[config.mk]
export PLATFORM = sky130hd
export DESIGN_NAME = rle_prefix_enc
export DESIGN_NICKNAME = d
export VERILOG_FILES = /design/src/rtl/rle_pkg.sv /design/src/rtl/rle_run_track.sv /design/src/rtl/rle_code_map.sv /design/src/rtl/rle_emit_reg.sv /design/src/rtl/rle_prefix_enc.sv
export SDC_FILE = /design/constraint.sdc
export NUM_CORES = 1
export LEC_CHECK = 0
export CORE_UTILIZATION = 47
export DETAILED_ROUTE_END_ITERATION = 12
export PLACE_DENSITY_LB_ADDON = 0.25
export SLEW_MARGIN = 15
export SYNTH_ARGS = -nofsm -noshare
export SYNTH_HDL_FRONTEND = slang
export SYNTH_SLANG_ARGS = --single-unit
[constraint.sdc]
create_clock -name clk -period 1.6 [get_ports clk]
set_input_delay 0.32 -clock clk [delete_from_list [all_inputs] [get_ports clk]]
set_output_delay 0.32 -clock clk [all_outputs]
set_load 0.03 [all_outputs]
[src/rtl/rle_pkg.sv]
package rle_pkg;

    localparam int CNT_W    = 4;
    localparam int CODE_W   = 4;
    localparam int LEN_W    = 3;
    localparam int MIN_RUN  = 7;
    localparam int MAX_RUN  = 13;
    localparam int SPLIT_AT = MAX_RUN + 1;
    localparam int CARRY    = SPLIT_AT - MIN_RUN;

    typedef enum logic [1:0] {
        EV_NONE,
        EV_HDR,
        EV_SPLIT,
        EV_END
    } ev_kind_e;

    typedef struct packed {
        ev_kind_e         kind;
        logic             lvl;
        logic [CNT_W-1:0] run;
    } run_ev_t;

    typedef struct packed {
        logic              vld;
        logic [CODE_W-1:0] bits;
        logic [LEN_W-1:0]  len;
    } code_t;

    // Flip code for a finished run; runs of seven or fewer map to 01.
    function automatic code_t end_code(input logic [CNT_W-1:0] run);
        code_t c;
        c.vld = 1'b1;
        if (run <= CNT_W'(MIN_RUN)) begin
            c.bits = 4'b0001;
            c.len  = 3'd2;
        end else if (run < CNT_W'(MIN_RUN + 3)) begin
            c.bits = {3'b010, run[0]};
            c.len  = 3'd3;
        end else begin
            c.bits = {2'b11, run[1:0] - 2'b10};
            c.len  = 3'd4;
        end
        return c;
    endfunction

endpackage

[src/rtl/rle_run_track.sv]
module rle_run_track
    import rle_pkg::*;
(
    input  logic    clk,
    input  logic    rst,
    input  logic    smp_valid,
    input  logic    smp_bit,
    output run_ev_t ev
);

    logic             hdr_pend;
    logic             lvl;
    logic [CNT_W-1:0] cnt;

    logic             nxt_pend;
    logic             nxt_lvl;
    logic [CNT_W-1:0] nxt_cnt;

    always_comb begin
        ev.kind  = EV_NONE;
        ev.lvl   = lvl;
        ev.run   = cnt;
        nxt_pend = hdr_pend;
        nxt_lvl  = lvl;
        nxt_cnt  = cnt;
        if (smp_valid) begin
            if (hdr_pend) begin
                ev.kind  = EV_HDR;
                ev.lvl   = smp_bit;
                nxt_pend = 1'b0;
                nxt_lvl  = smp_bit;
                nxt_cnt  = CNT_W'(1);
            end else if (smp_bit != lvl) begin
                ev.kind = EV_END;
                nxt_lvl = smp_bit;
                nxt_cnt = CNT_W'(1);
            end else if (cnt == CNT_W'(MAX_RUN)) begin
                ev.kind = EV_SPLIT;
                nxt_cnt = CNT_W'(CARRY);
            end else begin
                nxt_cnt = cnt + CNT_W'(1);
            end
        end
    end

    always_ff @(posedge clk) begin
        if (rst) begin
            hdr_pend <= 1'b1;
            lvl      <= 1'b0;
            cnt      <= '0;
        end else begin
            hdr_pend <= nxt_pend;
            lvl      <= nxt_lvl;
            cnt      <= nxt_cnt;
        end
    end


    cnt_bound_chk: assert property (@(posedge clk) disable iff (rst)
        !hdr_pend |-> (cnt >= CNT_W'(1) && cnt <= CNT_W'(MAX_RUN)));


    hdr_once_chk: assert property (@(posedge clk) disable iff (rst)
        !hdr_pend |=> !hdr_pend);


    idle_hold_chk: assert property (@(posedge clk) disable iff (rst)
        !smp_valid |=> ($stable(cnt) && $stable(lvl)));

endmodule

[src/rtl/rle_code_map.sv]
module rle_code_map
    import rle_pkg::*;
(
    input  run_ev_t ev,
    output code_t   code,
    output logic    short_run
);

    always_comb begin
        code      = '0;
        short_run = 1'b0;
        unique case (ev.kind)
            EV_HDR: begin
                code.vld  = 1'b1;
                code.bits = {{(CODE_W-1){1'b0}}, ev.lvl};
                code.len  = LEN_W'(1);
            end
            EV_SPLIT: begin
                code.vld  = 1'b1;
                code.bits = '0;
                code.len  = LEN_W'(2);
            end
            EV_END: begin
                code      = end_code(ev.run);
                short_run = (ev.run < CNT_W'(MIN_RUN));
            end
            default: ;
        endcase
    end

endmodule

[src/rtl/rle_emit_reg.sv]
module rle_emit_reg
    import rle_pkg::*;
(
    input  logic  clk,
    input  logic  rst,
    input  code_t code_d,
    input  logic  short_d,
    output code_t code_q,
    output logic  err_q
);

    always_ff @(posedge clk) begin
        if (rst) begin
            code_q <= '0;
            err_q  <= 1'b0;
        end else begin
            code_q <= code_d;
            if (short_d) err_q <= 1'b1;
        end
    end


    err_sticky_chk: assert property (@(posedge clk) disable iff (rst)
        err_q |=> err_q);


    len_range_chk: assert property (@(posedge clk) disable iff (rst)
        code_q.vld |-> (code_q.len >= LEN_W'(1) && code_q.len <= LEN_W'(CODE_W)
                        && (code_q.bits >> code_q.len) == '0));

endmodule

[src/rtl/rle_prefix_enc.sv]
module rle_prefix_enc
    import rle_pkg::*;
(
    input  logic              clk,
    input  logic              rst,
    input  logic              smp_valid,
    input  logic              smp_bit,
    output logic              code_valid,
    output logic [CODE_W-1:0] code_bits,
    output logic [LEN_W-1:0]  code_len,
    output logic              err_short
);

    run_ev_t ev;
    code_t   code_d;
    code_t   code_q;
    logic    short_d;

    rle_run_track u_track (
        .clk       (clk),
        .rst       (rst),
        .smp_valid (smp_valid),
        .smp_bit   (smp_bit),
        .ev        (ev)
    );

    rle_code_map u_map (
        .ev        (ev),
        .code      (code_d),
        .short_run (short_d)
    );

    rle_emit_reg u_emit (
        .clk     (clk),
        .rst     (rst),
        .code_d  (code_d),
        .short_d (short_d),
        .code_q  (code_q),
        .err_q   (err_short)
    );

    assign code_valid = code_q.vld;
    assign code_bits  = code_q.bits;
    assign code_len   = code_q.len;


    code_follows_sample_chk: assert property (@(posedge clk) disable iff (rst)
        code_valid |-> $past(smp_valid));


    idle_quiet_chk: assert property (@(posedge clk) disable iff (rst)
        !smp_valid |=> !code_valid);


    err_with_01_chk: assert property (@(posedge clk) disable iff (rst)
        $rose(err_short) |-> (code_valid && code_len == LEN_W'(2)
                              && code_bits == CODE_W'(1)));


    hdr_shape_chk: assert property (@(posedge clk) disable iff (rst)
        (code_valid && code_len == LEN_W'(1)) |-> code_bits[CODE_W-1:1] == '0);

endmodule

After elaboration in Yosys (flattened, before gate mapping)
Cells that the tools add are included.
- bits in registers: 15
- output and inout port bits: 9
- bits of input ports: 4
- reductions and logical operators: 2
- mux-type cells: 14
- order comparisons: 3
- equality and inequality tests: 5
- add/subtract/negate cells: 2
- operator list (kind ; count):
    8-bit one-hot mux with 3 select lines ; 1
    7-bit 2-to-1 mux ; 2
    4-bit 2-to-1 mux ; 3
    2-bit 2-to-1 mux ; 3
    4-bit by 1-bit adder with 4-bit output (second input constant) ; 1
    2-bit == test (second input constant) ; 2
    4-bit == test (second input constant) ; 1
    4-bit by 3-bit <= comparator with 1-bit output (second input constant) ; 1
    4-bit by 3-bit < comparator with 1-bit output (second input constant) ; 1
    4-bit < comparator (second input constant) ; 1
    1-bit 2-to-1 mux ; 4
    3-bit 2-to-1 mux ; 1
    2-bit by 1-bit == test with 1-bit output (second input constant) ; 1
    2-bit AND reduction ; 1
    2-bit nonzero test ; 1
    2-bit subtractor (second input constant) ; 1
    1-bit inequality test ; 1

Depth between registers and ports, before layout
- word-level depth: 7
- depth in mapped cells: 5
- depth with buffers taken out: 5

By module
Synthesis repeated with hierarchy kept, for this count alone.
- cell total of the unflattened synthesis: 71
- area total of the unflattened synthesis: 703.2 um^2
- by module, submodules not included (module ; cells an instance ; area each (um^2) ; instances ; sequential area each (um^2)):
    rle_run_track ; 37 ; 335.3 ; 1 ; 120.1
    rle_emit_reg ; 18 ; 260.2 ; 1 ; 180.2
    rle_code_map ; 16 ; 107.6 ; 1 ; 0.0

Least setup slack after synthesis
OpenSTA, ideal clock, no wires.
- path kind: reg2reg
- from: reg u_track.cnt[1]
- to: reg u_track.cnt[1]
- path slack: 343 ps
- arrival: 1192 ps
- cell stages (with the launch flop): 5
- cells stage by stage: dfxtp_1 > inv_1 > ha_1 > o32a_2 > nor2_1
- longest elaborated chain between the ends: 4
- elaborated cells between the ends (all ways): 5
- those cells by class: add/sub: 1; eq/ne: 1; mux: 3
- RTL lines (item ; RTL line ; source):
    start, declared ; rle_run_track.sv:13 ; logic [CNT_W-1:0] cnt;
    start signal, assigned ; rle_run_track.sv:54 ; cnt <= nxt_cnt;
    4-bit by 1-bit adder with 4-bit output or 4-bit == test (tied branches) ; rle_run_track.sv:41, rle_run_track.sv:37 ;
    4-bit 2-to-1 mux (*) ; rle_run_track.sv:37 ; end else if (cnt == CNT_W'(MAX_RUN)) begin
    4-bit 2-to-1 mux (*) ; rle_run_track.sv:33 ; end else if (smp_bit != lvl) begin
    4-bit 2-to-1 mux (*) ; rle_run_track.sv:27 ; if (hdr_pend) begin
Mark *: on every way between the ends. The rest lies on a longest branch, timed or not.
A chain may end at the register's enable or synchronous reset.

Final worst setup path
- from: in smp_bit
- to: reg u_emit.code_q[0] (netlist name)
- longest elaborated chain between the ends: 6
- elaborated cells between the ends (all ways): 8
- those cells by class: eq/ne: 4; mux: 4
- RTL lines (item ; RTL line ; source):
    start, declared ; rle_prefix_enc.sv:7 ; input logic smp_bit,
    1-bit inequality test (*) ; rle_run_track.sv:33 ;
    2-bit 2-to-1 mux (*) ; rle_run_track.sv:33 ;
    2-bit 2-to-1 mux (*) ; rle_run_track.sv:27 ;
    3-bit 2-to-1 mux (*) ; rle_run_track.sv:26 ; if (smp_valid) begin
    2-bit == test or 2-bit by 1-bit == test with 1-bit output (tied branches) ; rle_code_map.sv:12 ; unique case (ev.kind)
    8-bit one-hot mux with 3 select lines (*) ; rle_code_map.sv:12 ;
Marked as above.

==> summary.txt <==
Status
  • Status: completed

Floorplanning
  • Die Area: 1506 um^2
  • Die X: slightly below 40 um
  • Core area: about 1200 um^2
  • Die Ht: 38.81 um
  • Starting density of the core: 0.5369
  • I/O pin count: 13
  • Row Count: 12

Clock network
  • Post-CTS sizing: 2
  • Hold-fix buffers, CTS: 0
  • CTS tree: yes
  • Clk sinks: 14
  • CTS HTree Levels: 1
  • Cts bufs inserted: 3
  • Post-CTS Setup Bufs: 0
  • Clk_lat worst skew: 0.28 ns
  • Clock transition at the registers of the reported paths: ~0.09 ns
  • Clk root buf: clkbuf_4
  • Clock buffer depth: 2

Synthesis
  • Top post-synthesis cells by area: dfxtp_1 (44%), nor2_1 (4.1%), ha_1 (3.9%)
  • Area leader, netlist: dfxtp_1
  • Syn_area_per_cell: 9.505 um^2
  • Post-synth ARST share: 0
  • Post-Syn Area: 636.9 um^2
  • FF+latch count, synth: 14
  • Synthesized netlist cell count: 67
  • Post-synth top flop: dfxtp_1
  • Yosys Warn Count: 0
  • Number of synthesized flops with an enable pin: 0
  • Post-synth top area share: 0.4401
  • Sequential-to-total area share from yosys stat: 0.4401
  • Net Count, Synth: between 70 and 80
  • Synth unique cells: 31

Route
  • Detailed-route DRC error count: 0
  • Drt pass-1 iters: 4
  • Avg WL per Cell: 12.96 um
  • ANT nets after route: 0
  • Via/cell ratio: approximately 5.3
  • Initial DRC count: 14
  • Vias: 524
  • DRT Wirelength: about 1.3 mm

Worst setup path
  • Cells along the critical path: clkdlybuf4s50_1 > xor2_2 > nand3_2 > o32ai_2
  • WS Path Type: input port to flip-flop
  • CP Data Arrival Time: 1.59 ns
  • Crit-path leading delay family: buffers and inverters
  • CP max stage cell: clkdlybuf4s50_1
  • Buf+Inv Stages, Crit Path: 1
  • Slowest stage delay, CP: 0.58 ns
  • CP Max Fanout: 5
  • Critical path data required time: 1.80 ns
  • Setup crit end kind: flip-flop
  • Startpoint Class: input port

Pwr
  • Sequential power share: 0.517
  • Gate power share: 0.129
  • Pint: about 540 uW
  • Power, Total: 722.1 uW
  • P per Cell Area: between 800 and 900 nW/um^2
  • Leakage: 0.0004483 uW
  • Switching share of power: 0.2496
  • Peak supply drop: 0.0007106 V
  • Clock power frac: 0.354
  • P_sw: roughly 180 uW

GRT
  • Vias in the first global route: 460
  • Congestion Overflow GR: 0
  • Largest net degree at the start of global routing: 11
  • Tot GR Track Use: 0.2181
  • Initial antenna violation count: 0
  • First-pass GRT wire length: 2.125 mm

Timing
  • Final Hold Vio Count: 0
  • Worst Tran Pin Value: between 0.4 and 0.5 ns
  • Finish-stage setup viols: 0
  • Worst setup margin: 0.2020 ns
  • Pins over their slew limit: 0
  • RSZ-0062 raised after global routing: false
  • F_max: 715.3 MHz
  • Clock skew: 0.004348 ns
  • Relative slew slack: 0.7257
  • Tmin final: between 1 and 1.5 ns
  • Fin crit share: 0.8738
  • Setup_tns: 0 ns

Job
  • Max cap viols: 0

Finish
  • Commonest non-fill, non-tap cell in the layout: dfxtp_1
  • Share of cells above drive strength 1: 0.1786
  • Commonest non-fill, non-tap cells in the layout: dfxtp_1 (14), nor2_1 (7), dlymetal6s2s_1 (7)
  • Fin cells: 98
  • N_diodes: 0
  • Nets: 91
  • Layout area overhead: 32.22%
  • Final core occ: 0.7099

Placed design
  • Dpl cells: 94
  • IO buf count: 12
  • Post-DP HPWL: 887.6 um
  • Post-Place Worst Slack: -0.09047 ns
  • GP Congestion: 0.8736

Worst hold path
  • Worst hold-check path type: flip-flop to flip-flop
## worst min-delay path: stages (launching register included)
cell and delay (ns):
dfxtp_1 0.34, a31oi_1 0.04, nor2_1 0.07
## stage by stage
stage	area, um^2	hold WS (ns)
after floorplan	636.9	0.4648
after global placement	790.8	0.4539
after detailed placement	790.8	0.4606
after CTS	824.5	0.4831
after global routing	842.1	0.5138
final	842.1	0.4812
## final timing paths
kind	slack, ns	cells past startpoint	from	endpoint
max	0.20	4	smp_bit	u_emit.code_q[0]
min	0.48	2	u_emit.err_q	u_emit.err_q
max reg2reg	0.21	4	u_track.cnt[1]	u_track.cnt[1]
min reg2reg	0.48	2	u_emit.err_q	u_emit.err_q
## Yosys cell counts, types with 2 or more instances
library cell and instances:
nor2_1 7, inv_1 5, nand2b_1 3, a31oi_1 2, nor3b_1 3, a21oi_1 4
ha_1 2, buf_2 2, a22oi_1 2, dfxtp_1 14, nand2_1 3
## state kept, by name, indices dropped and copies added, names as in the netlist
name              flops
u_emit.code_q         7
u_track.cnt           4
u_emit.err_q          1
u_track.hdr_pend      1
u_track.lvl           1
## power groups by stage
stage / clock (uW) / combinational (uW) / sequential (uW)
global route: 279 / 101 / 376
global placement: 0 / 94.3 / 381
floorplan: 0 / 44.9 / 392
finish: 256 / 93.0 / 373
detailed placement: 0 / 95.3 / 382
CTS: 260 / 93.8 / 374
## kinds of logic (layout without fill, tap and decap cells)
| family | count (synthesis) | in the layout | synth area share |
|---|---|---|---|
| adders and majority gates | 2 | 2 | 0.03929 |
| and+or+nand+nor | 22 | 22 | 0.2004 |
| xor gates and xnor gates | 2 | 2 | 0.03930 |
| DFF | 14 | 14 | 0.4401 |
| buffers and inverters | 9 | 26 | 0.06287 |
| AOI/OAI and AO/OA | 17 | 17 | 0.2024 |
| muxes | 1 | 1 | 0.01572 |
## metal layers
layer | GRT usage | up-vias | part of all wire
li1 | - | 271 | -
met3 | 0.06936 | 2 | 0.048
met5 | 0 | - | 0
met2 | 0.3125 | 15 | 0.46
met4 | 0.1293 | 0 | 0.0087
met1 | 0.2811 | 236 | 0.48
## area by class of cell
type | instances | area, um^2
clock buffers | 4 | 36.28
flip-flops and latches | 14 | 280.3
well taps | 14 | 17.52
multi-input cells | 44 | 316.6
repair buffers | 17 | 172.7
fillers | 93 | 344.1
inverters | 5 | 18.77
No activity file was read; power rests on OpenSTA's default activity.
